File: src/rtl/tlb_pkg.sv
package tlb_pkg;
  localparam int VPN_W  = 20;
  localparam int PPN_W  = 20;
  localparam int ASN_W  = 8;
  localparam int MODE_W = 4;

  typedef struct packed {
    logic [VPN_W-1:0]  vpn;
    logic [PPN_W-1:0]  ppn;
    logic [ASN_W-1:0]  asn;
    logic              glb;
    logic [MODE_W-1:0] rd_en;
    logic [MODE_W-1:0] wr_en;
  } tlb_ent_t;
endpackage

File: src/rtl/tlb_rr_ptr.sv
module tlb_rr_ptr #(
  parameter int NUM_ENTRIES = 8,
  localparam int IDX_W = $clog2(NUM_ENTRIES)
) (
  input  logic             clk_i,
  input  logic             rst_ni,
  input  logic             clr_i,
  input  logic             adv_i,
  output logic [IDX_W-1:0] ptr_o
);
  localparam logic [IDX_W-1:0] LAST = IDX_W'(NUM_ENTRIES - 1);

  logic [IDX_W-1:0] ptr_q;

  always_ff @(posedge clk_i or negedge rst_ni) begin
    if (!rst_ni)       ptr_q <= '0;
    else if (clr_i)    ptr_q <= '0;
    else if (adv_i)    ptr_q <= (ptr_q == LAST) ? '0 : ptr_q + 1'b1;
  end

  assign ptr_o = ptr_q;

  // single step with wrap
  a_r5_ptr_step: assert property (@(posedge clk_i) disable iff (!rst_ni)
    (adv_i && !clr_i) |=> ptr_q == (($past(ptr_q) == LAST) ? '0 : $past(ptr_q) + 1'b1));

  a_r6_ptr_clear: assert property (@(posedge clk_i) disable iff (!rst_ni)
    clr_i |=> ptr_q == '0);
endmodule

File: src/rtl/tlb_prio_enc.sv
module tlb_prio_enc #(
  parameter int NUM_ENTRIES = 8,
  localparam int IDX_W = $clog2(NUM_ENTRIES)
) (
  input  logic [NUM_ENTRIES-1:0] req_i,
  output logic                   any_o,
  output logic [IDX_W-1:0]       idx_o
);
  // lowest index wins
  always_comb begin
    idx_o = '0;
    for (int i = NUM_ENTRIES - 1; i >= 0; i--) begin
      if (req_i[i]) idx_o = IDX_W'(i);
    end
  end

  assign any_o = |req_i;
endmodule

File: src/rtl/tlb_entry_bank.sv
module tlb_entry_bank
  import tlb_pkg::*;
#(
  parameter int NUM_ENTRIES = 8,
  localparam int IDX_W = $clog2(NUM_ENTRIES)
) (
  input  logic                   clk_i,
  input  logic                   rst_ni,
  input  logic                   wr_en_i,
  input  logic [IDX_W-1:0]       wr_idx_i,
  input  tlb_ent_t               wr_ent_i,
  input  logic                   flush_all_i,
  input  logic                   flush_proc_i,
  input  logic                   flush_addr_i,
  input  logic [VPN_W-1:0]       flush_vpn_i,
  input  logic [ASN_W-1:0]       flush_asn_i,
  input  logic [VPN_W-1:0]       lkp_vpn_i,
  input  logic [ASN_W-1:0]       lkp_asn_i,
  output logic [NUM_ENTRIES-1:0] match_o,
  output logic [NUM_ENTRIES-1:0] vld_o,
  output tlb_ent_t               ent_o [NUM_ENTRIES]
);
  logic [NUM_ENTRIES-1:0] vld_q;
  logic [NUM_ENTRIES-1:0] addr_hit;
  logic [NUM_ENTRIES-1:0] kill;
  tlb_ent_t               ent_q [NUM_ENTRIES];

  for (genvar i = 0; i < NUM_ENTRIES; i++) begin : g_ent
    logic sel;
    assign sel = wr_en_i && (wr_idx_i == IDX_W'(i));
    assign addr_hit[i] = vld_q[i] && (ent_q[i].vpn == flush_vpn_i) &&
                         (ent_q[i].glb || (ent_q[i].asn == flush_asn_i));
    assign kill[i] = flush_all_i || (flush_proc_i && !ent_q[i].glb) ||
                     (flush_addr_i && addr_hit[i]);

    always_ff @(posedge clk_i or negedge rst_ni) begin
      if (!rst_ni)     vld_q[i] <= 1'b0;
      else if (kill[i]) vld_q[i] <= 1'b0;
      else if (sel)    vld_q[i] <= 1'b1;
    end

    always_ff @(posedge clk_i or negedge rst_ni) begin
      if (!rst_ni)  ent_q[i] <= '0;
      else if (sel) ent_q[i] <= wr_ent_i;
    end

    assign match_o[i] = vld_q[i] && (ent_q[i].vpn == lkp_vpn_i) &&
                        (ent_q[i].glb || (ent_q[i].asn == lkp_asn_i));
    assign ent_o[i] = ent_q[i];
  end

  assign vld_o = vld_q;

  logic [NUM_ENTRIES-1:0] glb_vec;
  always_comb begin
    for (int i = 0; i < NUM_ENTRIES; i++) glb_vec[i] = ent_q[i].glb;
  end

  // global slots survive a process flush
  a_r7_glb_survive: assert property (@(posedge clk_i) disable iff (!rst_ni)
    (flush_proc_i && !flush_all_i) |=>
      ((vld_q & $past(vld_q & glb_vec)) == $past(vld_q & glb_vec)));

  // no targeted slot remains valid
  a_r8_addr_gone: assert property (@(posedge clk_i) disable iff (!rst_ni)
    flush_addr_i |=> ((vld_q & $past(addr_hit)) == '0));
endmodule

File: src/rtl/tlb_assoc_array.sv
module tlb_assoc_array
  import tlb_pkg::*;
#(
  parameter int NUM_ENTRIES = 8,
  localparam int IDX_W = $clog2(NUM_ENTRIES)
) (
  input  logic              clk_i,
  input  logic              rst_ni,
  input  logic              lkp_req_i,
  input  logic [VPN_W-1:0]  lkp_vpn_i,
  input  logic [ASN_W-1:0]  lkp_asn_i,
  output logic              lkp_vld_o,
  output logic              lkp_hit_o,
  output logic [IDX_W-1:0]  lkp_idx_o,
  output logic [PPN_W-1:0]  lkp_ppn_o,
  output logic [MODE_W-1:0] lkp_rd_en_o,
  output logic [MODE_W-1:0] lkp_wr_en_o,
  input  logic              ins_i,
  input  logic [VPN_W-1:0]  ins_vpn_i,
  input  logic [PPN_W-1:0]  ins_ppn_i,
  input  logic [ASN_W-1:0]  ins_asn_i,
  input  logic              ins_glb_i,
  input  logic [MODE_W-1:0] ins_rd_en_i,
  input  logic [MODE_W-1:0] ins_wr_en_i,
  input  logic              flush_all_i,
  input  logic              flush_proc_i,
  input  logic              flush_addr_i,
  input  logic [VPN_W-1:0]  flush_vpn_i,
  input  logic [ASN_W-1:0]  flush_asn_i,
  input  logic              adv_i,
  output logic [IDX_W-1:0]  nxt_ptr_o,
  output logic              nxt_vld_o,
  output logic [VPN_W-1:0]  nxt_vpn_o,
  output logic [PPN_W-1:0]  nxt_ppn_o,
  output logic [ASN_W-1:0]  nxt_asn_o,
  output logic              nxt_glb_o
);
  logic                   any_flush, ins_ok;
  logic [IDX_W-1:0]       ptr;
  tlb_ent_t               wr_ent;
  tlb_ent_t               ent [NUM_ENTRIES];
  logic [NUM_ENTRIES-1:0] match, vld;
  logic                   any_hit;
  logic [IDX_W-1:0]       hit_idx;

  assign any_flush = flush_all_i | flush_proc_i | flush_addr_i;
  assign ins_ok    = ins_i & ~any_flush;

  always_comb begin
    wr_ent.vpn   = ins_vpn_i;
    wr_ent.ppn   = ins_ppn_i;
    wr_ent.asn   = ins_asn_i;
    wr_ent.glb   = ins_glb_i;
    wr_ent.rd_en = ins_rd_en_i;
    wr_ent.wr_en = ins_wr_en_i;
  end

  tlb_rr_ptr #(.NUM_ENTRIES(NUM_ENTRIES)) i_ptr (
    .clk_i  (clk_i),
    .rst_ni (rst_ni),
    .clr_i  (flush_all_i),
    .adv_i  (ins_ok | adv_i),
    .ptr_o  (ptr)
  );

  tlb_entry_bank #(.NUM_ENTRIES(NUM_ENTRIES)) i_bank (
    .clk_i        (clk_i),
    .rst_ni       (rst_ni),
    .wr_en_i      (ins_ok),
    .wr_idx_i     (ptr),
    .wr_ent_i     (wr_ent),
    .flush_all_i  (flush_all_i),
    .flush_proc_i (flush_proc_i),
    .flush_addr_i (flush_addr_i),
    .flush_vpn_i  (flush_vpn_i),
    .flush_asn_i  (flush_asn_i),
    .lkp_vpn_i    (lkp_vpn_i),
    .lkp_asn_i    (lkp_asn_i),
    .match_o      (match),
    .vld_o        (vld),
    .ent_o        (ent)
  );

  tlb_prio_enc #(.NUM_ENTRIES(NUM_ENTRIES)) i_enc (
    .req_i (match),
    .any_o (any_hit),
    .idx_o (hit_idx)
  );

  logic              res_vld_q, hit_q;
  logic [IDX_W-1:0]  idx_q;
  logic [PPN_W-1:0]  ppn_q;
  logic [MODE_W-1:0] rd_q, wr_q;

  always_ff @(posedge clk_i or negedge rst_ni) begin
    if (!rst_ni) begin
      res_vld_q <= 1'b0;
      hit_q     <= 1'b0;
      idx_q     <= '0;
      ppn_q     <= '0;
      rd_q      <= '0;
      wr_q      <= '0;
    end else begin
      res_vld_q <= lkp_req_i;
      hit_q     <= lkp_req_i & any_hit;
      if (lkp_req_i && any_hit) begin
        idx_q <= hit_idx;
        ppn_q <= ent[hit_idx].ppn;
        rd_q  <= ent[hit_idx].rd_en;
        wr_q  <= ent[hit_idx].wr_en;
      end else begin
        idx_q <= '0;
        ppn_q <= '0;
        rd_q  <= '0;
        wr_q  <= '0;
      end
    end
  end

  assign lkp_vld_o   = res_vld_q;
  assign lkp_hit_o   = hit_q;
  assign lkp_idx_o   = idx_q;
  assign lkp_ppn_o   = ppn_q;
  assign lkp_rd_en_o = rd_q;
  assign lkp_wr_en_o = wr_q;

  assign nxt_ptr_o = ptr;
  assign nxt_vld_o = vld[ptr];
  assign nxt_vpn_o = ent[ptr].vpn;
  assign nxt_ppn_o = ent[ptr].ppn;
  assign nxt_asn_o = ent[ptr].asn;
  assign nxt_glb_o = ent[ptr].glb;

  a_r3_result_next: assert property (@(posedge clk_i) disable iff (!rst_ni)
    lkp_req_i |=> lkp_vld_o);

  a_r3_miss_clean: assert property (@(posedge clk_i) disable iff (!rst_ni)
    (lkp_vld_o && !lkp_hit_o) |-> (lkp_idx_o == '0 && lkp_ppn_o == '0 &&
                                   lkp_rd_en_o == '0 && lkp_wr_en_o == '0));

  a_r6_wipe_all: assert property (@(posedge clk_i) disable iff (!rst_ni)
    flush_all_i |=> (vld == '0 && nxt_ptr_o == '0));

  // no slot becomes valid while a flush is applied
  a_r9_flush_wins: assert property (@(posedge clk_i) disable iff (!rst_ni)
    any_flush |=> ((vld & ~$past(vld)) == '0));

  a_r9_ptr_hold: assert property (@(posedge clk_i) disable iff (!rst_ni)
    (any_flush && !flush_all_i && !adv_i) |=> $stable(nxt_ptr_o));
endmodule

File: config.mk
export PLATFORM = sky130hd
export DESIGN_NAME = tlb_assoc_array
export DESIGN_NICKNAME = d
export VERILOG_FILES = /design/src/rtl/tlb_pkg.sv /design/src/rtl/tlb_rr_ptr.sv /design/src/rtl/tlb_prio_enc.sv /design/src/rtl/tlb_entry_bank.sv /design/src/rtl/tlb_assoc_array.sv
export SDC_FILE = /design/constraint.sdc
export NUM_CORES = 1
export LEC_CHECK = 0
export ABC_AREA = 1
export ABC_CLOCK_PERIOD_IN_PS = 7900
export CORE_MARGIN = 5
export CORE_UTILIZATION = 50
export DETAILED_ROUTE_END_ITERATION = 10
export PLACE_DENSITY_LB_ADDON = 0.15
export SLEW_MARGIN = 40
export SYNTH_ARGS = -nofsm -noshare
export SYNTH_HDL_FRONTEND = slang
export SYNTH_SLANG_ARGS = --single-unit
File: constraint.sdc
create_clock -name clk_i -period 7.9 [get_ports clk_i]
set_clock_uncertainty 0.2 [all_clocks]
set_input_delay 1.58 -clock clk_i [delete_from_list [all_inputs] [get_ports clk_i]]
set_output_delay 1.58 -clock clk_i [all_outputs]
set_load 0.02 [all_outputs]
Word level (Yosys, flattened, before mapping)
Cells that the tools add are included.
{"block": "totals", "regBits": 500, "elab_cells": 261}
{"block": "op_classes", "add_sub_neg": 1, "n_lt_le_gt_ge": 3, "n_eq_ne": 39, "n_mux": 39, "bitwise": 8, "n_reduce_logical": 108}
{"cell": "57-bit binary-select mux with 3-bit select", "n": 2}
{"cell": "20-bit == test", "n": 16}
{"cell": "8-bit == test", "n": 16}
{"cell": "57-bit 2-to-1 mux", "n": 2}
{"cell": "37-bit 2-to-1 mux", "n": 2}
{"cell": "1-bit logical AND", "n": 57}
{"cell": "3-bit 2-to-1 mux", "n": 12}
{"cell": "1-bit logical OR", "n": 32}
{"cell": "20-bit 2-to-1 mux", "n": 1}
{"cell": "2-bit nonzero test", "n": 9}
{"cell": "1-bit 2-to-1 mux", "n": 17}
{"cell": "3-bit == test, second input constant", "n": 4}
{"cell": "4-bit greater-or-equal comparator, second input constant", "n": 2}
{"cell": "1-bit zero test", "n": 8}
{"cell": "4-bit 2-to-1 mux", "n": 2}
{"cell": "3-bit inverter with 4-bit output", "n": 2}
{"cell": "8-bit OR reduction", "n": 1}
{"cell": "3-bit by 2-bit == test with 1-bit output, second input constant", "n": 2}
{"cell": "3-bit by 4-bit less-than comparator with 1-bit output, second input constant", "n": 1}
{"cell": "3-bit by 1-bit adder with 3-bit output, second input constant", "n": 1}
{"cell": "1-bit binary-select mux with 3-bit select", "n": 1}
{"cell": "3-bit by 1-bit == test with 1-bit output, second input constant", "n": 1}
{"cell": "3-bit zero test", "n": 1}
{"cell": "1-bit OR", "n": 3}
{"cell": "other kinds (2)", "n": 3}

Logic depth before layout (Yosys ltp)
{"block": "logic_depth", "word_depth": 16, "mapped_depth": 23, "depth_no_buf": 21}

Modules after synthesis
From an unflattened synthesis, not the netlist that was laid out.
{"block": "unflattened", "cells_unflattened": 5205, "area_unflattened_um2": 32627.5}
{"mod": "tlb_entry_bank", "n_inst": 1, "cells_each": 3209, "area_per_inst_um2": 23752.8}
{"mod": "tlb_assoc_array", "n_inst": 1, "cells_each": 1957, "area_per_inst_um2": 8624.5}
{"mod": "tlb_rr_ptr", "n_inst": 1, "cells_each": 17, "area_per_inst_um2": 151.4}
{"mod": "tlb_prio_enc", "n_inst": 1, "cells_each": 22, "area_per_inst_um2": 98.8}

Least setup slack after synthesis
Ideal clock, no wire load.
{"block": "synth_path", "path_type": "reg2out", "from": "reg i_ptr.ptr_q[0] (netlist: i_ptr.ptr_o[0])", "to": "out nxt_ppn_o[10]", "arrival_time_ns": 2.088, "setup_slack_ns": 4.032, "stages_incl_launch_ff": 7, "path_buffers": 4, "cell_sequence": "dfrtp_1 -> clkbuf_1 -> clkbuf_1 -> clkbuf_1 -> buf_1 -> o211ai_1 -> a31oi_1"}
{"block": "synth_between", "elab_chain_cells": 4}
{"item": "start: declaration", "line": "tlb_rr_ptr.sv:13", "source": "logic [IDX_W-1:0] ptr_q;"}
{"item": "start signal: assignment", "line": "tlb_rr_ptr.sv:18", "source": "else if (adv_i) ptr_q <= (ptr_q == LAST) ? '0 : ptr_q + 1'b1;"}
{"item": "3-bit inverter with 4-bit output (implied by the code)", "line": "tlb_assoc_array.sv:130", "source": "assign nxt_ppn_o = ent[ptr].ppn;"}
{"item": "57-bit binary-select mux with 3-bit select", "line": "tlb_assoc_array.sv:130"}
{"item": "57-bit 2-to-1 mux (2 in a row)"}
{"item": "end: declaration", "line": "tlb_assoc_array.sv:34", "source": "output logic [PPN_W-1:0] nxt_ppn_o,"}
No other way between the ends. The select of a mux whose other input is x is not followed.

Worst setup path after layout
{"block": "layout_path", "from": "reg i_ptr.ptr_q[1] (netlist: i_ptr.ptr_o[1])", "to": "out nxt_asn_o[5]"}
{"block": "layout_between", "elab_chain_cells": 4}
{"item": "3-bit inverter with 4-bit output (implied by the code)", "line": "tlb_assoc_array.sv:131", "source": "assign nxt_asn_o = ent[ptr].asn;"}
{"item": "57-bit binary-select mux with 3-bit select", "line": "tlb_assoc_array.sv:131"}
{"item": "57-bit 2-to-1 mux (2 in a row)"}
{"item": "end: declaration", "line": "tlb_assoc_array.sv:35", "source": "output logic [ASN_W-1:0] nxt_asn_o,"}
No other way between the ends. The select of a mux whose other input is x is not followed.

==> impl_metrics.ini <==
[outcome]
run_status = finished, final reports clean

[synthesis]
yosysWarnings = 0
synth_seq_cells = 500
synth.largest_area_cell = dfrtp_1
post_synth_instance_area_um2 = 30400
synthesis.area_per_instance_um2 = 7.19
async_reset_ff_share_pct = 100
synth_enable_flop_cells = 0
post_synth_top_area_share_pct = 41.1
most_frequently_used_cell_type_in_the_post_synthesis_netlist = nand2_1
syn-num-nets = 4358
syn-instance-count = 4231
synth_cell_types = 53
synth-seq-area-share_pct = 41.1
post_synth_main_area_contributors = dfrtp_1 41%, nand2_1 15%, o21ai_0 11%
ys.flop_type = dfrtp_1
synth.top_cells.by_count = 1199 x nand2_1, 668 x o21ai_0, 500 x dfrtp_1

[critical_path]
worstRegToRegCells = 11
worstPathArrival_ns = 4.16
slowest_stage_cell_crit_path = dfrtp_4
critPathMaxStageDelay_ns = 0.70
start_kind = register
worst_path_most_repeated_cell = buf_4
worstSetupPathType = register to output port
endpoint_kind = output port
path_max_fanout = 49
path_cells = buf_4 > buf_4 > o21ai_0 > o22ai_1 > nor2_1 > a31oi_1 > clkdlybuf4s50_1
required_ns = 6.12

[timing]
final_min_period_over_clock_period_pct = 75.2
whs_ns = 0.285
setup_viol = 0
hold_violations = 0
worst-slew-pin-transition_ns = 0.962
final_period_minus_worst_setup_slack_ns = 5.94
achievable-frequency_mhz = 168
slew_violations = 0
grt_setup_unrepaired = false
relSlewSlack_pct = 35.4
setup_tns_ns = 0

[detailed_routing]
route.detailed.drc = 0
detail_route.wirelength.met1_um = 52000
top_layer_used = met5
drtPass1Iterations = 6
route.met2.wl_um = 60300
met3_wire_length_um = 12000
ant_nets = 0
detail_routed_net_length_per_standard_cell_um = 26.0
route.detailed.vias_per_inst = 6.09
drt-initial-drc-count = 4116
overall_via_count_from_detail_route = 31066
drt-total-wl_um = 133000

[flow_run]
max-cap-violations = 0

[die]
initial_utilization_pct = 50.4
ioPinCount = 207
die_width_um = 257
die_height_um = 257
design.core.area_um2 = 60400
die_area_um2 = 65900
std_cell_rows = 90

[cells_and_area]
area_delta_synth_final_pct = 13.9
nNetsFinal = 4396
share_of_layout_cells_above_drive_strength_1_pct = 4.75
filler_cell_count = 5783

[worst_hold_path]
min_delay_path_depth = 2
hold_path_class = register to register

[global_route]
grt_pass1_vias = 29350
total_overflow_reported_by_the_global_router = 0
aggregate_global_route_resource_usage_pct = 38.7
antenna_found_initial = 5
grt_max_degree = 150
grt_pass1_wl_um = 195000

[clock_tree]
post_cts_resize_count = 0
cts_tree = yes
clock-sinks = 500
htree_levels = 2
clkTransAtPathRegs_ns = 0.06
cts_hold_repair.buffers = 0
ctsRootBufferMaster = clkbuf_16
cts.path.max_buffers = 3
postCtsSetupRepairBufs = 0
worstSkewPairLatency_ns = 0.66
numCtsBuffers = 55

[pwr]
total_leakage_power_nw = 15.3
ir_drop_v = 0.000202
power.density_cell_area_nw_per_um2 = 260

[placement]
placement.io_buffers = 206
gp_routability_congestion = 1.12
dp_hpwl_um = 96000
-- registers in the layout, summed over array words and instances, names as in the netlist --
| register | flops |
|---|---|
| lkp_vld_o | 1 |
| lkp_idx_o | 3 |
| lkp_wr_en_o | 4 |
| lkp_rd_en_o | 4 |
| lkp_ppn_o | 20 |
| i_bank.vld_o | 8 |
| lkp_hit_o | 1 |
| i_bank.ent_o | 456 |
| i_ptr.ptr_o | 3 |
-- area by class of cell --
cell class,instances,area [µm²],share of cell area [%]
clock inverters,24,285,0.823
flip-flops and latches,500,12500,36.1
repair buffers,248,2470,7.12
multi-input cells,3061,15300,44.1
inverters,403,1520,4.39
diodes,4,10.0,0.0289
clock buffers,78,1590,4.60
well taps,782,978,2.82
-- cells by family after synthesis --
family,Yosys count,share of synthesized area (%)
fa+ha+maj,6,0.247
flops,500,41.1
buf+inv,670,9.14
simple gates,1793,24.4
xor+xnor,170,4.89
compound gates,1092,20.2
-- placed cells by master (no fill, tap or decap), types with 26 or more instances in the layout --
cell	instances
a21oi_1	145
a221oi_1	40
a31oi_1	53
buf_4	35
clkbuf_16	55
clkdlybuf4s50_1	205
dfrtp_1	497
inv_1	373
nand2_1	1198
nand3_1	176
nand4_1	77
nor2_1	223
nor3_1	42
nor4_1	26
o211ai_1	61
o21ai_0	668
o22ai_1	61
xnor2_1	77
xor2_1	93
-- metal layers --
metal	vias up	GRT usage, %
li1	14144	-
met1	14731	50.6
met2	1788	62.4
met3	399	6.85
met4	4	19.2
met5	-	0
-- worst max-delay path: cells and delay by family, from the launching register on --
| kind | cells | cell delay (ns) |
|---|---|---|
| flip-flops | 1 | 0.70 |
| buffers and inverters | 3 | 1.97 |
| AO/OA/AOI/OAI | 3 | 0.76 |
| AND/OR/NAND/NOR | 1 | 0.05 |
-- power by group --
part / total (mW) / internal, mW / switching, mW
registers: 3.57 / 3.03 / 0.542
clock network: 2.68 / 1.54 / 1.14
logic: 2.76 / 0.955 / 1.80
total: 9.01 / 5.53 / 3.48
-- stage by stage --
| stage | cells | worst slack [ns] | utilization (%) | instance area, µm² | power (mW) |
|---|---|---|---|---|---|
| after global placement | 4992 | 1.94 | 54.1 | 32600 | 6.24 |
| after floorplan | 4231 | 4.03 | - | 30400 | 5.03 |
| after global routing | 5097 | 1.93 | 57.4 | 34700 | 9.39 |
| final | 5100 | 1.96 | 57.4 | 34700 | 9.01 |
| after detailed placement | 4992 | 1.83 | 54.2 | 32700 | 6.26 |
| after CTS | 5094 | 2.06 | 57.3 | 34600 | 8.95 |
-- final timing paths --
path | start | to | slack, ns
max in group asynchronous | rst_ni | i_bank.ent_o[428] | 5.42
worst max-delay path | i_ptr.ptr_o[1] | nxt_asn_o[5] | 1.96
worst max register to register | i_bank.ent_o[436] | lkp_wr_en_o[0] | 3.38
worst min register to register | i_bank.ent_o[3] | i_bank.ent_o[3] | 0.28
min in group asynchronous | rst_ni | i_bank.ent_o[95] | 0.57
worst min-delay path | i_bank.ent_o[3] | i_bank.ent_o[3] | 0.28
(Power assumes the default switching activity.)
